[src/rtl/fpwm_pkg.sv]
package fpwm_pkg;

   typedef enum logic [1:0] {
      OM_OFF     = 2'd0,
      OM_TOGGLE  = 2'd1,
      OM_PWM     = 2'd2,
      OM_PWM_INV = 2'd3
   } out_mode_e;

   localparam logic [1:0] ADDR_CMP  = 2'd0;
   localparam logic [1:0] ADDR_CTRL = 2'd1;
   localparam logic [1:0] ADDR_FCLR = 2'd2;

   localparam int CS_W      = 3;
   localparam int CS_LSB    = 0;
   localparam int MODE_LSB  = 4;
   localparam int FLAG_OVF  = 0;
   localparam int FLAG_CMP  = 1;
   localparam int NUM_FLAGS = 2;
   localparam int MAX_SHIFT = 10;

   // log2 of the prescale factor for each clock select code
   function automatic int unsigned div_shift(input logic [CS_W-1:0] cs);
      case (cs)
         3'd1:    div_shift = 0;
         3'd2:    div_shift = 3;
         3'd3:    div_shift = 5;
         3'd4:    div_shift = 6;
         3'd5:    div_shift = 7;
         3'd6:    div_shift = 8;
         3'd7:    div_shift = 10;
         default: div_shift = 0;
      endcase
   endfunction

endpackage

[src/rtl/fpwm_prescale.sv]
module fpwm_prescale
   import fpwm_pkg::*;
#(
   parameter int PS_W = 10
) (
   input  logic            clk,
   input  logic            rst_n,
   input  logic [CS_W-1:0] cs,
   input  logic            restart,
   output logic            tick
);

   logic [PS_W-1:0] div_q;
   logic [PS_W-1:0] div_mask;

   always_comb begin
      div_mask = (PS_W'(1) << div_shift(cs)) - PS_W'(1);
   end

   always_ff @(posedge clk or negedge rst_n) begin
      if (!rst_n) begin
         div_q <= '0;
      end else if (restart || (cs == '0)) begin
         div_q <= '0;
      end else begin
         div_q <= div_q + PS_W'(1);
      end
   end

   assign tick = (cs != '0) && ((div_q & div_mask) == div_mask);

   AST_RESTART_QUIET: assert property (@(posedge clk) disable iff (!rst_n)
      ($past(restart) && (cs > 3'd1)) |-> !tick);

endmodule

[src/rtl/fpwm_counter.sv]
module fpwm_counter #(
   parameter int CNT_W = 8
) (
   input  logic             clk,
   input  logic             rst_n,
   input  logic             tick,
   input  logic [CNT_W-1:0] cmp_buf,
   output logic [CNT_W-1:0] cnt,
   output logic             wrap,
   output logic             match
);

   localparam logic [CNT_W-1:0] CNT_MAX = '1;

   logic [CNT_W-1:0] cnt_q;
   logic [CNT_W-1:0] act_q;

   assign wrap  = tick && (cnt_q == CNT_MAX);
   assign match = tick && (cnt_q == act_q);
   assign cnt   = cnt_q;

   always_ff @(posedge clk or negedge rst_n) begin
      if (!rst_n) begin
         cnt_q <= '0;
         act_q <= '0;
      end else if (tick) begin
         if (wrap) begin
            cnt_q <= '0;
            act_q <= cmp_buf;
         end else begin
            cnt_q <= cnt_q + 1'b1;
         end
      end
   end

   AST_WRAP_ZERO: assert property (@(posedge clk) disable iff (!rst_n)
      wrap |=> (cnt_q == '0));
   AST_STEP_ONE: assert property (@(posedge clk) disable iff (!rst_n)
      (tick && !wrap) |=> (cnt_q == $past(cnt_q) + 1'b1));
   AST_ACT_HOLD: assert property (@(posedge clk) disable iff (!rst_n)
      !wrap |=> $stable(act_q));

endmodule

[src/rtl/fpwm_wave.sv]
module fpwm_wave
   import fpwm_pkg::*;
(
   input  logic      clk,
   input  logic      rst_n,
   input  out_mode_e mode,
   input  logic      wrap,
   input  logic      match,
   output logic      pin
);

   logic pin_q;

   always_ff @(posedge clk or negedge rst_n) begin
      if (!rst_n) begin
         pin_q <= 1'b0;
      end else begin
         case (mode)
            OM_TOGGLE: if (match) pin_q <= ~pin_q;
            OM_PWM: begin
               if (wrap)       pin_q <= 1'b1;
               else if (match) pin_q <= 1'b0;
            end
            OM_PWM_INV: begin
               if (wrap)       pin_q <= 1'b0;
               else if (match) pin_q <= 1'b1;
            end
            default: pin_q <= 1'b0;
         endcase
      end
   end

   assign pin = pin_q;

   AST_OFF_LOW: assert property (@(posedge clk) disable iff (!rst_n)
      (mode == OM_OFF) |=> !pin_q);
   AST_PWM_SET: assert property (@(posedge clk) disable iff (!rst_n)
      ((mode == OM_PWM) && wrap) |=> pin_q);
   AST_INV_CLR: assert property (@(posedge clk) disable iff (!rst_n)
      ((mode == OM_PWM_INV) && wrap) |=> !pin_q);
   AST_TOGGLE: assert property (@(posedge clk) disable iff (!rst_n)
      ((mode == OM_TOGGLE) && match) |=> (pin_q != $past(pin_q)));

endmodule

[src/rtl/fpwm_flags.sv]
module fpwm_flags #(
   parameter int NF = 2
) (
   input  logic          clk,
   input  logic          rst_n,
   input  logic [NF-1:0] set,
   input  logic [NF-1:0] clr,
   output logic [NF-1:0] flag
);

   for (genvar i = 0; i < NF; i++) begin : g_flag
      logic flag_q;

      always_ff @(posedge clk or negedge rst_n) begin
         if (!rst_n) begin
            flag_q <= 1'b0;
         end else if (set[i]) begin
            flag_q <= 1'b1;
         end else if (clr[i]) begin
            flag_q <= 1'b0;
         end
      end

      assign flag[i] = flag_q;

      AST_SET_WINS: assert property (@(posedge clk) disable iff (!rst_n)
         set[i] |=> flag_q);
      AST_CLR_ONE: assert property (@(posedge clk) disable iff (!rst_n)
         (clr[i] && !set[i]) |=> !flag_q);
   end

endmodule

[src/rtl/fpwm_timer.sv]
module fpwm_timer
   import fpwm_pkg::*;
#(
   parameter int CNT_W  = 8,
   parameter int PS_W   = 10,
   parameter int DATA_W = 8
) (
   input  logic              clk,
   input  logic              rst_n,
   input  logic              wr_en,
   input  logic [1:0]        wr_addr,
   input  logic [DATA_W-1:0] wr_data,
   output logic              pwm_out,
   output logic              ovf_flag,
   output logic              cmp_flag
);

   if (CNT_W < 2) begin : g_bad_cnt
      $error("fpwm_timer: CNT_W must be at least 2");
   end
   if (PS_W < MAX_SHIFT) begin : g_bad_ps
      $error("fpwm_timer: PS_W too narrow for the largest prescale factor");
   end
   if ((DATA_W < CNT_W) || (DATA_W < MODE_LSB + 2)) begin : g_bad_data
      $error("fpwm_timer: DATA_W too narrow for the register fields");
   end

   logic [CNT_W-1:0]     cmp_buf_q;
   out_mode_e            mode_q;
   logic [CS_W-1:0]      cs_q;
   logic                 wr_cmp, wr_ctrl, wr_fclr;
   logic                 restart, tick, wrap, match;
   logic [CNT_W-1:0]     cnt;
   logic [NUM_FLAGS-1:0] flag_set, flag_clr, flags;

   assign wr_cmp  = wr_en && (wr_addr == ADDR_CMP);
   assign wr_ctrl = wr_en && (wr_addr == ADDR_CTRL);
   assign wr_fclr = wr_en && (wr_addr == ADDR_FCLR);
   assign restart = wr_ctrl && (wr_data[CS_LSB +: CS_W] != cs_q);

   always_ff @(posedge clk or negedge rst_n) begin
      if (!rst_n) begin
         cmp_buf_q <= '0;
         mode_q    <= OM_OFF;
         cs_q      <= '0;
      end else begin
         if (wr_cmp) begin
            cmp_buf_q <= wr_data[CNT_W-1:0];
         end
         if (wr_ctrl) begin
            mode_q <= out_mode_e'(wr_data[MODE_LSB +: 2]);
            cs_q   <= wr_data[CS_LSB +: CS_W];
         end
      end
   end

   fpwm_prescale #(.PS_W(PS_W)) u_prescale (
      .clk     (clk),
      .rst_n   (rst_n),
      .cs      (cs_q),
      .restart (restart),
      .tick    (tick)
   );

   fpwm_counter #(.CNT_W(CNT_W)) u_counter (
      .clk     (clk),
      .rst_n   (rst_n),
      .tick    (tick),
      .cmp_buf (cmp_buf_q),
      .cnt     (cnt),
      .wrap    (wrap),
      .match   (match)
   );

   fpwm_wave u_wave (
      .clk   (clk),
      .rst_n (rst_n),
      .mode  (mode_q),
      .wrap  (wrap),
      .match (match),
      .pin   (pwm_out)
   );

   always_comb begin
      flag_set           = '0;
      flag_set[FLAG_OVF] = wrap;
      flag_set[FLAG_CMP] = match;
      flag_clr           = wr_fclr ? wr_data[NUM_FLAGS-1:0] : '0;
   end

   fpwm_flags #(.NF(NUM_FLAGS)) u_flags (
      .clk   (clk),
      .rst_n (rst_n),
      .set   (flag_set),
      .clr   (flag_clr),
      .flag  (flags)
   );

   assign ovf_flag = flags[FLAG_OVF];
   assign cmp_flag = flags[FLAG_CMP];

   AST_STOP_HOLD: assert property (@(posedge clk) disable iff (!rst_n)
      (cs_q == '0) |=> $stable(cnt));
   AST_OVF_ALIGN: assert property (@(posedge clk) disable iff (!rst_n)
      $rose(ovf_flag) |-> (cnt == '0));

endmodule

[config.mk]
export PLATFORM = sky130hd
export DESIGN_NAME = fpwm_timer
export DESIGN_NICKNAME = d
export VERILOG_FILES = /design/src/rtl/fpwm_pkg.sv /design/src/rtl/fpwm_prescale.sv /design/src/rtl/fpwm_counter.sv /design/src/rtl/fpwm_wave.sv /design/src/rtl/fpwm_flags.sv /design/src/rtl/fpwm_timer.sv
export SDC_FILE = /design/constraint.sdc
export NUM_CORES = 1
export LEC_CHECK = 0
export BUFFER_PORTS_ARGS = -buffer_cell sky130_fd_sc_hd__clkbuf_2
export CORE_ASPECT_RATIO = 1.25
export CORE_MARGIN = 2
export CORE_UTILIZATION = 53
export CTS_BUF_LIST = sky130_fd_sc_hd__clkbuf_16
export CTS_CLUSTER_DIAMETER = 120
export CTS_CLUSTER_SIZE = 40
export DETAILED_ROUTE_END_ITERATION = 6
export PLACE_DENSITY = 0.85
export SETUP_SLACK_MARGIN = 0.5
export SYNTH_ARGS = -nofsm -noshare
export SYNTH_HDL_FRONTEND = slang
export SYNTH_SLANG_ARGS = --single-unit
[constraint.sdc]
create_clock -name clk -period 1.9 [get_ports clk]
set_input_delay 0.475 -clock clk [delete_from_list [all_inputs] [get_ports clk]]
set_output_delay 0.475 -clock clk [all_outputs]
set_load 0.02 [all_outputs]
-- Word-level counts from Yosys, hierarchy flattened
Cells that the tools add are included.
- bits in registers: 42
- logic and storage cells: 62
- output and inout bits: 3
- add/subtract/negate cells: 3
- reduce and logical (&&, ||, !) cells: 15
- equal/unequal tests: 18
- bitwise operators: 2
- multiplexer cells: 14
- shifts and indexed selects: 1
- operator list (kind ; count):
    4-bit case mux with 6 select lines ; 1
    3-bit == test, second input constant ; 4
    10-bit by 1-bit adder with 10-bit output, second input constant ; 1
    10-bit bitwise AND ; 1
    10-bit == test ; 1
    10-bit two-way mux ; 1
    1-bit by 4-bit left shift with 10-bit output, first input constant ; 1
    10-bit by 2-bit subtractor with 10-bit output, second input constant ; 1
    1-bit two-way mux ; 9
    8-bit by 1-bit adder with 8-bit output, second input constant ; 1
    8-bit == test ; 1
    8-bit == test, second input constant ; 1
    8-bit two-way mux ; 1
    1-bit logical AND ; 7
    2-bit == test, second input constant ; 3
    3-bit by 2-bit == test with 1-bit output, second input constant ; 2
    3-bit inequality test, second input constant ; 2
    2-bit by 1-bit == test with 1-bit output, second input constant ; 2
    2-bit nonzero test ; 2
    3-bit logical NOT ; 1
    3-bit inequality test ; 1
    1-bit case mux with 3 select lines ; 1
    3-bit AND reduction ; 1
    3-bit nonzero test ; 1
    6 further kinds ; 6

-- Depth between registers and ports, before layout
Gate-level depths: netlist (run 1).
- depth in word-level cells: 11
- depth in mapped cells: 7
- mapped depth without buffers: 6

-- Cells and area by module
From an unflattened synthesis (run 1), not the netlist that was laid out.
- cells, all modules: 188
- area, all modules: 2180.8 sq um
- modules (own cells, without submodules) (module ; area an instance (sq um) ; seq. area each (sq um) ; cells an instance ; times used):
    fpwm_counter ; 873.3 ; 400.4 ; 70 ; 1
    fpwm_prescale ; 609.3 ; 250.2 ; 67 ; 1
    fpwm_timer ; 549.3 ; 325.3 ; 35 ; 1
    fpwm_flags ; 87.6 ; 50.0 ; 8 ; 1
    fpwm_wave ; 61.3 ; 25.0 ; 8 ; 1

-- Worst setup path before layout (run 1)
No wires, ideal clock.
- path type: reg2reg
- start point: register cs_q[0]
- end point: register u_counter.act_q[0]
- setup slack: -0.140 ns
- arrival: 1.916 ns
- path buffers: 2
- stages on the path, launching flop included: 8
- clock period less this slack: 2.040 ns
- data required time: 1.775 ns
- library setup time: 0.125 ns
- cells stage by stage: dfrtp_1 > buf_6 > nor2b_2 > o311a_1 > a211o_2 > nor2_1 > buf_4 > mux2_2
- word-level cells in the longest chain between the ends: 9
- ends and longest elaborated chain (what ; RTL line ; text):
    start: declaration ; fpwm_timer.sv:30 ; logic [CS_W-1:0] cs_q;
    start signal: assignment ; fpwm_timer.sv:52 ; cs_q <= wr_data[CS_LSB +: CS_W];
    3-bit == test or 3-bit by 2-bit == test with 1-bit output (tied branches) ; fpwm_pkg.sv:24 ; case (cs)
    4-bit case mux with 6 select lines ; fpwm_pkg.sv:24 ;
    1-bit by 4-bit left shift with 10-bit output ; fpwm_prescale.sv:17 ; div_mask = (PS_W'(1) << div_shift(cs)) - PS_W'(1);
    10-bit by 2-bit subtractor with 10-bit output ; fpwm_prescale.sv:17 ;
    10-bit bitwise AND ; fpwm_prescale.sv:30 ; assign tick = (cs != '0) && ((div_q & div_mask) == div_mask);
    10-bit == test ; fpwm_prescale.sv:30 ;
    1-bit logical AND (*) ; fpwm_prescale.sv:30 ;
    1-bit logical AND ; fpwm_counter.sv:18 ; assign wrap = tick && (cnt_q == CNT_MAX);
    2-bit AND reduction (no line) (*) ; - ;
    end signal: assignment ; fpwm_counter.sv:29 ; act_q <= cmp_buf;
    end: declaration ; fpwm_counter.sv:16 ; logic [CNT_W-1:0] act_q;
Mark *: on every way between the ends. The rest lies on a longest branch, timed or not.
A chain may end at the register's enable or synchronous reset.

-- Final worst setup path (run 1)
- start point: register cs_q[0]
- end point: register u_counter.act_q[1]
The elaborated chain is that of the path after synthesis.

==> out/summary.json, run 1 <==
{
  "synthesis.instances": 180,
  "detailroute.via_count": 1505,
  "outcome": "finished, violations left",
  "height_of_the_die_um": 73.0,
  "ant_nets": 0,
  "fin_crit_sh_pct": 102,
  "violations_in_the_final_reports": "negative setup slack",
  "setup_slack_ns": -0.0416,
  "layout-drive-gt1-share_pct": 46.2,
  "fp-row-count": 25,
  "pin_count_of_the_biggest_net_entering_global_routing": 43,
  "post_placement_setup_slack_ns": 0.0141,
  "drc": 0,
  "reg2regPathDepth": 6,
  "fillcell_total": 229,
  "number_of_global_route_vias_before_repair": 1566,
  "gp_congestion": 0.820,
  "nets": 237,
  "critical_path.reg2reg.endpoint": "u_counter.act_q[1]$_DFFE_PN0P_",
  "critical_setup_path_kind": "register to register",
  "final_cell_count_no_fill": 263,
  "multi_input_area_um2": 1140,
  "cp-startpoint": "cs_q[0]$_DFFE_PN0P_",
  "asyncSetResetFlopFracSynth_pct": 100,
  "static-leakage-power_nw": 1.27,
  "initial_antenna_violation_count": 0,
  "tritoncts_clock_tree": "yes",
  "maxClockFrequency_mhz": 515,
  "synth-seq-area-share_pct": 52.1,
  "worstSetupEndpointType": "register",
  "syn_nets": 195,
  "timing.critical_path.fanout_max": 6,
  "pin_slew_with_the_least_headroom_to_its_limit_ns": 0.507,
  "core_um2": 3720,
  "ctsRootBufferMaster": "sky130_fd_sc_hd__clkbuf_16",
  "finalHoldViolCount": 0,
  "synth.ff_latch_count": 42,
  "wirelength_um": 4580,
  "rsz_0062_raised_after_global_routing": "true",
  "buffer_ports.inserted": 15,
  "layout.area.seq_um2": 1060,
  "grt_remaining_overflow": 0,
  "dp.final_hpwl_um": 2720,
  "chipWidth_um": 59.2,
  "postSynthAreaPerCell_um2": 11.2,
  "hold_class": "primary input to async pin",
  "dieArea_um2": 4320,
  "post_drt_wl_per_cell_um": 17.4,
  "worstSkewPairLatency_ns": 0.29,
  "netlist_area_um2": 2020,
  "clock_tree_buf_depth": 2,
  "synth.distinct_cells": 38,
  "power_density_nw_per_um2": 1110,
  "synth_warnings": 0,
  "cell_total_after_placement": 244,
  "postSynth.topFlopCell": "sky130_fd_sc_hd__dfrtp_1",
  "setup-violations-final": 9,
  "areaGrowthSynthToFinish_pct": 36.2,
  "cts-buffers-inserted": 5,
  "antenna-diode-count": 0,
  "timing.clock.skew_ns": 0.00701,
  "rrSetupSlack_ns": -0.04,
  "wire_length_of_the_first_global_routing_pass_um": 7130,
  "slew_headroom_pct": 65.9,
  "initial_core_util_pct": 54.2,
  "time_the_final_worst_path_needs_with_i_o_delays_and_setup_ns": 1.94,
  "worstPathArrival_ns": 2.11,
  "timing.critical_path.from_type": "register",
  "endpoint": "u_counter.act_q[1]$_DFFE_PN0P_",
  "numClockSinks": 42,
  "dr.first_iter.drc_count": 60,
  "routed_via_density": 5.72,
  "clkSlewWorstSetupHoldPaths_ns": 0.06,
  "drv.max_cap_violation_count": 0,
  "dr.pass1.iters": 4,
  "highest_ir_drop_seen_on_vdd_mv": 0.749,
  "gr-usage-all-layers_pct": 22.5,
  "reg2reg_from": "cs_q[0]$_DFFE_PN0P_",
  "ioPinCount": 16,
  "worst-endpoint-required_ns": 2.07,
  "final-max-slew-violation-count": 0,
  "synth_edf_count": 0,
  "cts-htree-levels": 2
}
## registers in the layout, indices dropped and copies added, names as in the netlist
signal / cells
u_counter.act_q: 8
mode_q: 2
cs_q: 3
u_counter.cnt: 8
cmp_buf_q: 8
u_prescale.div_q: 10
u_wave.pin: 1
u_flags.g_flag.flag_q: 2
## Yosys cell counts (2+ instances only)
library cell | number | area [µm²]
sky130_fd_sc_hd__dfrtp_1 | 42 | 1050
sky130_fd_sc_hd__nand2_1 | 23 | 86.3
sky130_fd_sc_hd__mux2_2 | 17 | 191
sky130_fd_sc_hd__nor2_1 | 17 | 63.8
sky130_fd_sc_hd__xor2_1 | 13 | 114
sky130_fd_sc_hd__xnor2_1 | 9 | 78.8
sky130_fd_sc_hd__inv_1 | 6 | 22.5
sky130_fd_sc_hd__and3_1 | 4 | 25.0
sky130_fd_sc_hd__nand3_1 | 4 | 20.0
sky130_fd_sc_hd__o21ai_0 | 4 | 20.0
sky130_fd_sc_hd__a21oi_1 | 3 | 15.0
sky130_fd_sc_hd__nand4_1 | 3 | 18.8
sky130_fd_sc_hd__nor3_1 | 3 | 15.0
sky130_fd_sc_hd__a211oi_1 | 2 | 15.0
sky130_fd_sc_hd__a21o_1 | 2 | 15.0
sky130_fd_sc_hd__clkbuf_1 | 2 | 7.51
sky130_fd_sc_hd__ha_1 | 2 | 25.0
sky130_fd_sc_hd__nand4b_1 | 2 | 17.5
sky130_fd_sc_hd__nor4_1 | 2 | 12.5
sky130_fd_sc_hd__o21a_1 | 2 | 15.0
## cell type report
type	instances	area share (%)
sequential	42	38.5
timing repair buffer	38	11.1
clock buffer	5	4.55
clock inverter	3	1.64
multi-input combinational	129	41.6
inverter	6	0.820
tap	40	1.82
## report_power, final
part | switching (mW) | total (mW) | internal (mW)
logic | 0.402 | 0.834 | 0.433
registers | 0.192 | 1.24 | 1.05
clock network | 0.348 | 0.967 | 0.619
total | 0.942 | 3.04 | 2.10
## layout by cell type, fill, tap and decap left out, types with 2 or more instances in the layout
cell type / netlist / layout
sky130_fd_sc_hd__a211oi_2: 0 / 2
sky130_fd_sc_hd__a21o_1: 2 / 2
sky130_fd_sc_hd__a21oi_1: 3 / 3
sky130_fd_sc_hd__and3_4: 0 / 3
sky130_fd_sc_hd__buf_4: 1 / 14
sky130_fd_sc_hd__buf_6: 1 / 7
sky130_fd_sc_hd__clkbuf_16: 0 / 6
sky130_fd_sc_hd__clkbuf_2: 0 / 15
sky130_fd_sc_hd__clkinvlp_4: 0 / 2
sky130_fd_sc_hd__dfrtp_1: 42 / 36
sky130_fd_sc_hd__dfrtp_2: 0 / 6
sky130_fd_sc_hd__inv_1: 6 / 5
sky130_fd_sc_hd__mux2_2: 17 / 8
sky130_fd_sc_hd__mux2_4: 0 / 9
sky130_fd_sc_hd__nand2_1: 23 / 19
sky130_fd_sc_hd__nand2_2: 0 / 4
sky130_fd_sc_hd__nand3_1: 4 / 3
sky130_fd_sc_hd__nand4_1: 3 / 3
sky130_fd_sc_hd__nand4b_1: 2 / 2
sky130_fd_sc_hd__nor2_1: 17 / 12
sky130_fd_sc_hd__nor2_2: 0 / 2
sky130_fd_sc_hd__nor2_4: 0 / 3
sky130_fd_sc_hd__nor3_2: 0 / 2
sky130_fd_sc_hd__nor4_1: 2 / 2
sky130_fd_sc_hd__o21a_1: 2 / 2
sky130_fd_sc_hd__o21ai_1: 0 / 3
sky130_fd_sc_hd__o22ai_4: 0 / 2
sky130_fd_sc_hd__xnor2_1: 9 / 8
sky130_fd_sc_hd__xor2_1: 13 / 11
sky130_fd_sc_hd__xor2_2: 0 / 2
## worst max-delay path, stage by stage (launching register included)
cell and delay (ns):
sky130_fd_sc_hd__dfrtp_1 0.42, sky130_fd_sc_hd__nor2b_4 0.14, sky130_fd_sc_hd__o311a_4 0.32, sky130_fd_sc_hd__a211o_4 0.29, sky130_fd_sc_hd__nor2_4 0.17, sky130_fd_sc_hd__clkbuf_16 0.18, sky130_fd_sc_hd__mux2_4 0.29
## kinds of logic (layout without fill, tap and decap cells)
family                   Yosys count  in the layout  share of synthesized area, %
AND/OR/NAND/NOR                   66             66                          16.9
flip-flops                        42             42                          52.1
XOR/XNOR                          22             22                          9.55
AO/OA/AOI/OAI                     21             22                          8.31
multiplexers                      17             17                          9.49
buffers and inverters             10             52                          2.42
adder cells (fa/ha/maj)            2              2                          1.24
## through the flow
stage	util, %	TNS, ns	hold WS, ns	cell area [µm²]	total power, mW
floorplan	-	-0.189	0.179	2080	1.63
global placement	61.3	0	0.470	2280	1.83
detailed placement	61.3	0	0.473	2280	1.86
CTS	69.5	0	0.268	2590	2.94
global route	73.8	-0.817	0.300	2750	3.19
finish	73.8	-0.178	0.247	2750	3.04
## what timing repair did
action	CTS	global route
resized for setup	20	27
pin swaps	6	13
hold buffers	0	0
setup endpoints to repair	29	30
setup buffers	7	2
cloned	0	2
## how the worst min path moves through the flow
| stage | end | cells past startpoint |
|---|---|---|
| 2_1_floorplan | cmp_buf_q[0]$_DFFE_PN0P_ | 0 |
| 3_3_place_gp | u_flags.g_flag[1].flag_q$_DFFE_PN0P_ | 2 |
| 3_5_place_dp | u_flags.g_flag[1].flag_q$_DFFE_PN0P_ | 2 |
| 4_1_cts | u_prescale.div_q[3]$_DFF_PN0_ | 2 |
| 5_1_grt | u_prescale.div_q[3]$_DFF_PN0_ | 2 |
| 6_report | u_prescale.div_q[7]$_DFF_PN0_ | 2 |
## layer usage
layer / GRT usage (%) / part of all wire (%) / up-vias
met5: 0 / 0 / -
met1: 25.1 / 40 / 752
met2: 39.3 / 53 / 35
met4: 11.6 / 3.2 / 0
li1: - / - / 705
met3: 5.32 / 3.6 / 13
Power figures use the tool's default switching activity.
==> run 2: changes to the inputs <==
Settings changed: GPL_TIMING_DRIVEN set to 0.
==> run 2 against run 1 <==
The run still ends with negative setup slack left. Sequential cell count unchanged. First-iteration DRC count is 13% lower. Global-route usage shrank 0.95 points. Largest cell class unchanged.
==> out/summary.json, run 2 (synthesized netlist as in run 1, its figures left out) <==
{
  "highest_ir_drop_seen_on_vdd": {"value": 0.903, "unit": "mV", "change": "+20%"},
  "static-leakage-power": {"value": 1.28, "unit": "nW", "change": "+0.78%"},
  "dr.pass1.iters": {"value": 4, "change": "unchanged"},
  "worstSkewPairLatency": {"value": 0.29, "unit": "ns", "change": "about the same"},
  "nets": {"value": 233, "change": "-1.7%"},
  "worst-endpoint-required": {"value": 2.10, "unit": "ns", "change": "+0.03 ns"},
  "max_stage_delay": {"value": 0.37, "unit": "ns", "change": "-0.05 ns"},
  "ioPinCount": {"value": 16, "change": "unchanged"},
  "fillcell_total": {"value": 218, "change": "-4.8%"},
  "dp.final_hpwl": {"value": 2540, "unit": "µm", "change": "-6.5%"},
  "cts-buffers-inserted": {"value": 5, "change": "unchanged"},
  "grt_remaining_overflow": {"value": 0, "change": "unchanged"},
  "crit_path_top_delay_cell": "sky130_fd_sc_hd__dfrtp_1",
  "p_int": {"value": 2.19, "unit": "mW", "change": "+4.2%"},
  "worstPathArrival": {"value": 2.18, "unit": "ns", "change": "+0.07 ns"},
  "numClockSinks": {"value": 42, "change": "unchanged"},
  "rsz_0062_raised_after_global_routing": "true",
  "wire_length_of_the_first_global_routing_pass": {"value": 6850, "unit": "µm", "change": "-3.9%"},
  "clock_tree_buf_depth": {"value": 2, "change": "unchanged"},
  "cell_total_after_placement": {"value": 235, "change": "-3.7%"},
  "areaGrowthSynthToFinish_pct": 34.2,
  "clkSlewWorstSetupHoldPaths": {"value": 0.06, "unit": "ns", "change": "about the same"},
  "drv.max_cap_violation_count": {"value": 0, "change": "unchanged"},
  "multi_input_area": {"value": 1140, "unit": "µm²", "change": "unchanged"},
  "dieArea": {"value": 4320, "unit": "µm²", "change": "unchanged"},
  "reg_power_share": {"value": 39.6, "unit": "%", "change": "-1.1 points"},
  "chipWidth": {"value": 59.2, "unit": "µm", "change": "unchanged"},
  "final-max-slew-violation-count": {"value": 0, "change": "unchanged"},
  "post_drt_wl_per_cell": {"value": 17.4, "unit": "µm", "change": "+0.17%"},
  "detailroute.via_count": {"value": 1497, "change": "-0.53%"},
  "power_density": {"value": 1150, "unit": "nW/µm²", "change": "+4.4%"},
  "power.switching_fraction": {"value": 30.1, "unit": "%", "change": "-0.88 points"},
  "comb_power_share": {"value": 25.2, "unit": "%", "change": "-2.3 points"},
  "time_the_final_worst_path_needs_with_i_o_delays_and_setup": {"value": 1.97, "unit": "ns", "change": "+0.0303 ns"},
  "core": {"value": 3720, "unit": "µm²", "change": "unchanged"},
  "initial_core_util": {"value": 54.2, "unit": "%", "change": "unchanged"},
  "timing.critical_path.from_type": "register",
  "detail_route.wirelength.met1": {"value": 1730, "unit": "µm", "change": "-4.7%"},
  "pin_slew_with_the_least_headroom_to_its_limit": {"value": 1.01, "unit": "ns", "change": "+0.498 ns"},
  "timing.critical_path.fanout_max": {"value": 4, "change": "-2"},
  "post_placement_setup_slack": {"value": -0.233, "unit": "ns", "change": "-0.247 ns"},
  "routed_via_density": {"value": 5.78, "change": "+1.0%"},
  "hold_slack": {"value": 0.350, "unit": "ns", "change": "+0.103 ns"},
  "layout.area.seq": {"value": 1050, "unit": "µm²", "change": "-0.47%"},
  "violations_in_the_final_reports": "negative setup slack",
  "gp_congestion": {"value": 0.752, "change": "-8.3%"},
  "largest_reg_flops": {"value": 10, "change": "unchanged"},
  "finalHoldViolCount": {"value": 0, "change": "unchanged"},
  "path_buf_inv": {"value": 2, "change": "+1"},
  "tritoncts_clock_tree": "yes",
  "mostFrequentLayoutCells": "40 x sky130_fd_sc_hd__dfrtp_1, 22 x sky130_fd_sc_hd__nand2_1, 16 x sky130_fd_sc_hd__clkbuf_2",
  "number_of_global_route_vias_before_repair": {"value": 1501, "change": "-4.2%"},
  "ctsRootBufferMaster": "sky130_fd_sc_hd__clkbuf_16",
  "fin_crit_sh": {"value": 104, "unit": "%", "change": "+1.6 points"},
  "antenna-diode-count": {"value": 0, "change": "unchanged"},
  "dr.max_layer_used": "met4",
  "final_cell_count_no_fill": {"value": 259, "change": "-1.5%"},
  "worstSetupEndpointType": "register",
  "dr.first_iter.drc_count": {"value": 52, "change": "-13%"},
  "p_clk_share": {"value": 35.2, "unit": "%", "change": "+3.4 points"},
  "initial_antenna_violation_count": {"value": 0, "change": "unchanged"},
  "buffer_ports.inserted": {"value": 15, "change": "unchanged"},
  "leading_cell_type_in_the_layout_fill_and_taps_excluded": "sky130_fd_sc_hd__dfrtp_1",
  "cell_family_contributing_the_most_delay_on_the_critical_path": "compound AO/OA/AOI/OAI gates",
  "layout-drive-gt1-share": {"value": 41.6, "unit": "%", "change": "-4.6 points"},
  "cts-htree-levels": {"value": 2, "change": "unchanged"},
  "gr-usage-all-layers": {"value": 21.6, "unit": "%", "change": "-0.95 points"},
  "outcome": "finished, violations left",
  "timing.clock.skew": {"value": 0.00535, "unit": "ns", "change": "-0.00167 ns"},
  "wirelength": {"value": 4520, "unit": "µm", "change": "-1.4%"},
  "setup-violations-final": {"value": 10, "change": "+1"},
  "finish.utilization": {"value": 72.7, "unit": "%", "change": "-1.1 points"},
  "setup_slack": {"value": -0.0719, "unit": "ns", "change": "-0.0303 ns"},
  "critical_setup_path_kind": "register to register",
  "fp-row-count": {"value": 25, "change": "unchanged"},
  "wl_met3": {"value": 128, "unit": "µm", "change": "-23%"},
  "path_cells": "buf_6 > nand4b_4 > a21o_1 > a2111oi_4 > buf_4 > nand3_4 > a22o_1 > a211oi_2",
  "drc": {"value": 0, "change": "unchanged"},
  "ant_nets": {"value": 0, "change": "unchanged"},
  "maxClockFrequency": {"value": 507, "unit": "MHz", "change": "-1.5%"},
  "power_switching": {"value": 942, "unit": "µW", "change": "about the same"},
  "slew_headroom": {"value": 32.9, "unit": "%", "change": "-33 points"},
  "met2_wl_post_dr": {"value": 2540, "unit": "µm", "change": "+3.7%"},
  "top_reg_by_flops": "u_prescale.div_q",
  "hold_class": "primary input to async pin",
  "pin_count_of_the_biggest_net_entering_global_routing": {"value": 43, "change": "unchanged"},
  "height_of_the_die": {"value": 73.0, "unit": "µm", "change": "unchanged"}
}
run 2: cell types whose count changed in the layout (fill, tap and decap cells not counted), sizes merged:
cell,delta
clkinvlp,-2
buf,-4
clkinv,+1
bufinv,+1
run 2: metrics by stage:
step           total power [mW]  instance area, µm²  setup TNS [ns]
5_1_grt                    3.28                2710           -1.19
3_3_place_gp               1.76                2200           -1.29
6_report                   3.13                2710          -0.591
2_1_floorplan              1.63                2080          -0.189
4_1_cts                    2.97                2530           -1.58
3_5_place_dp               1.79                2200           -1.67
run 2: what timing repair did:
item,4_1_cts,5_1_grt
pin swaps,7,12
gates resized for setup,19,26
hold buffers,0,0
setup buffers,8,6
cloned,1,1
hold endpoints to repair,0,0
setup endpoints to repair,32,30
run 2: area by class of cell:
cell class	instances	area share [%]
Inverter	6	0.832
Multi-Input combinational cell	129	42.2
Clock inverter	3	2.54
Buffer	4	1.29
Clock buffer	5	4.62
Tap cell	40	1.85
Sequential cell	42	38.9
Timing Repair Buffer	30	7.76
run 2: routing by layer:
layer | track usage (%) | vias up
met5 | 0 | -
met4 | 10.1 | 0
met3 | 4.79 | 9
met2 | 38.8 | 36
met1 | 23.6 | 756
li1 | - | 696
run 2: worst paths after layout:
path / slack (ns) / endpoint / start / depth (start not counted)
worst min-delay path: 0.35 / cs_q[1]$_DFFE_PN0P_ / rst_n / 1
worst min register to register: 0.49 / u_flags.g_flag[0].flag_q$_DFFE_PN0P_ / u_flags.g_flag[0].flag_q$_DFFE_PN0P_ / 1
worst max register to register: -0.07 / u_wave.pin$_DFFE_PN0P_ / cs_q[0]$_DFFE_PN0P_ / 8
min in group clk: 0.40 / mode_q[0]$_DFFE_PN0P_ / wr_data[4] / 3
max in group asynchronous: 0.88 / u_prescale.div_q[0]$_DFF_PN0_ / rst_n / 1
worst max-delay path: -0.07 / u_wave.pin$_DFFE_PN0P_ / cs_q[0]$_DFFE_PN0P_ / 8
run 2: power by group through the flow:
stage | Sequential [mW] | Combinational, mW | Clock [mW]
after floorplan | 1.20 | 0.433 | 0
after global placement | 1.22 | 0.543 | 0
after detailed placement | 1.22 | 0.565 | 0
after CTS | 1.21 | 0.636 | 1.12
after global routing | 1.26 | 0.860 | 1.16
final | 1.24 | 0.789 | 1.10
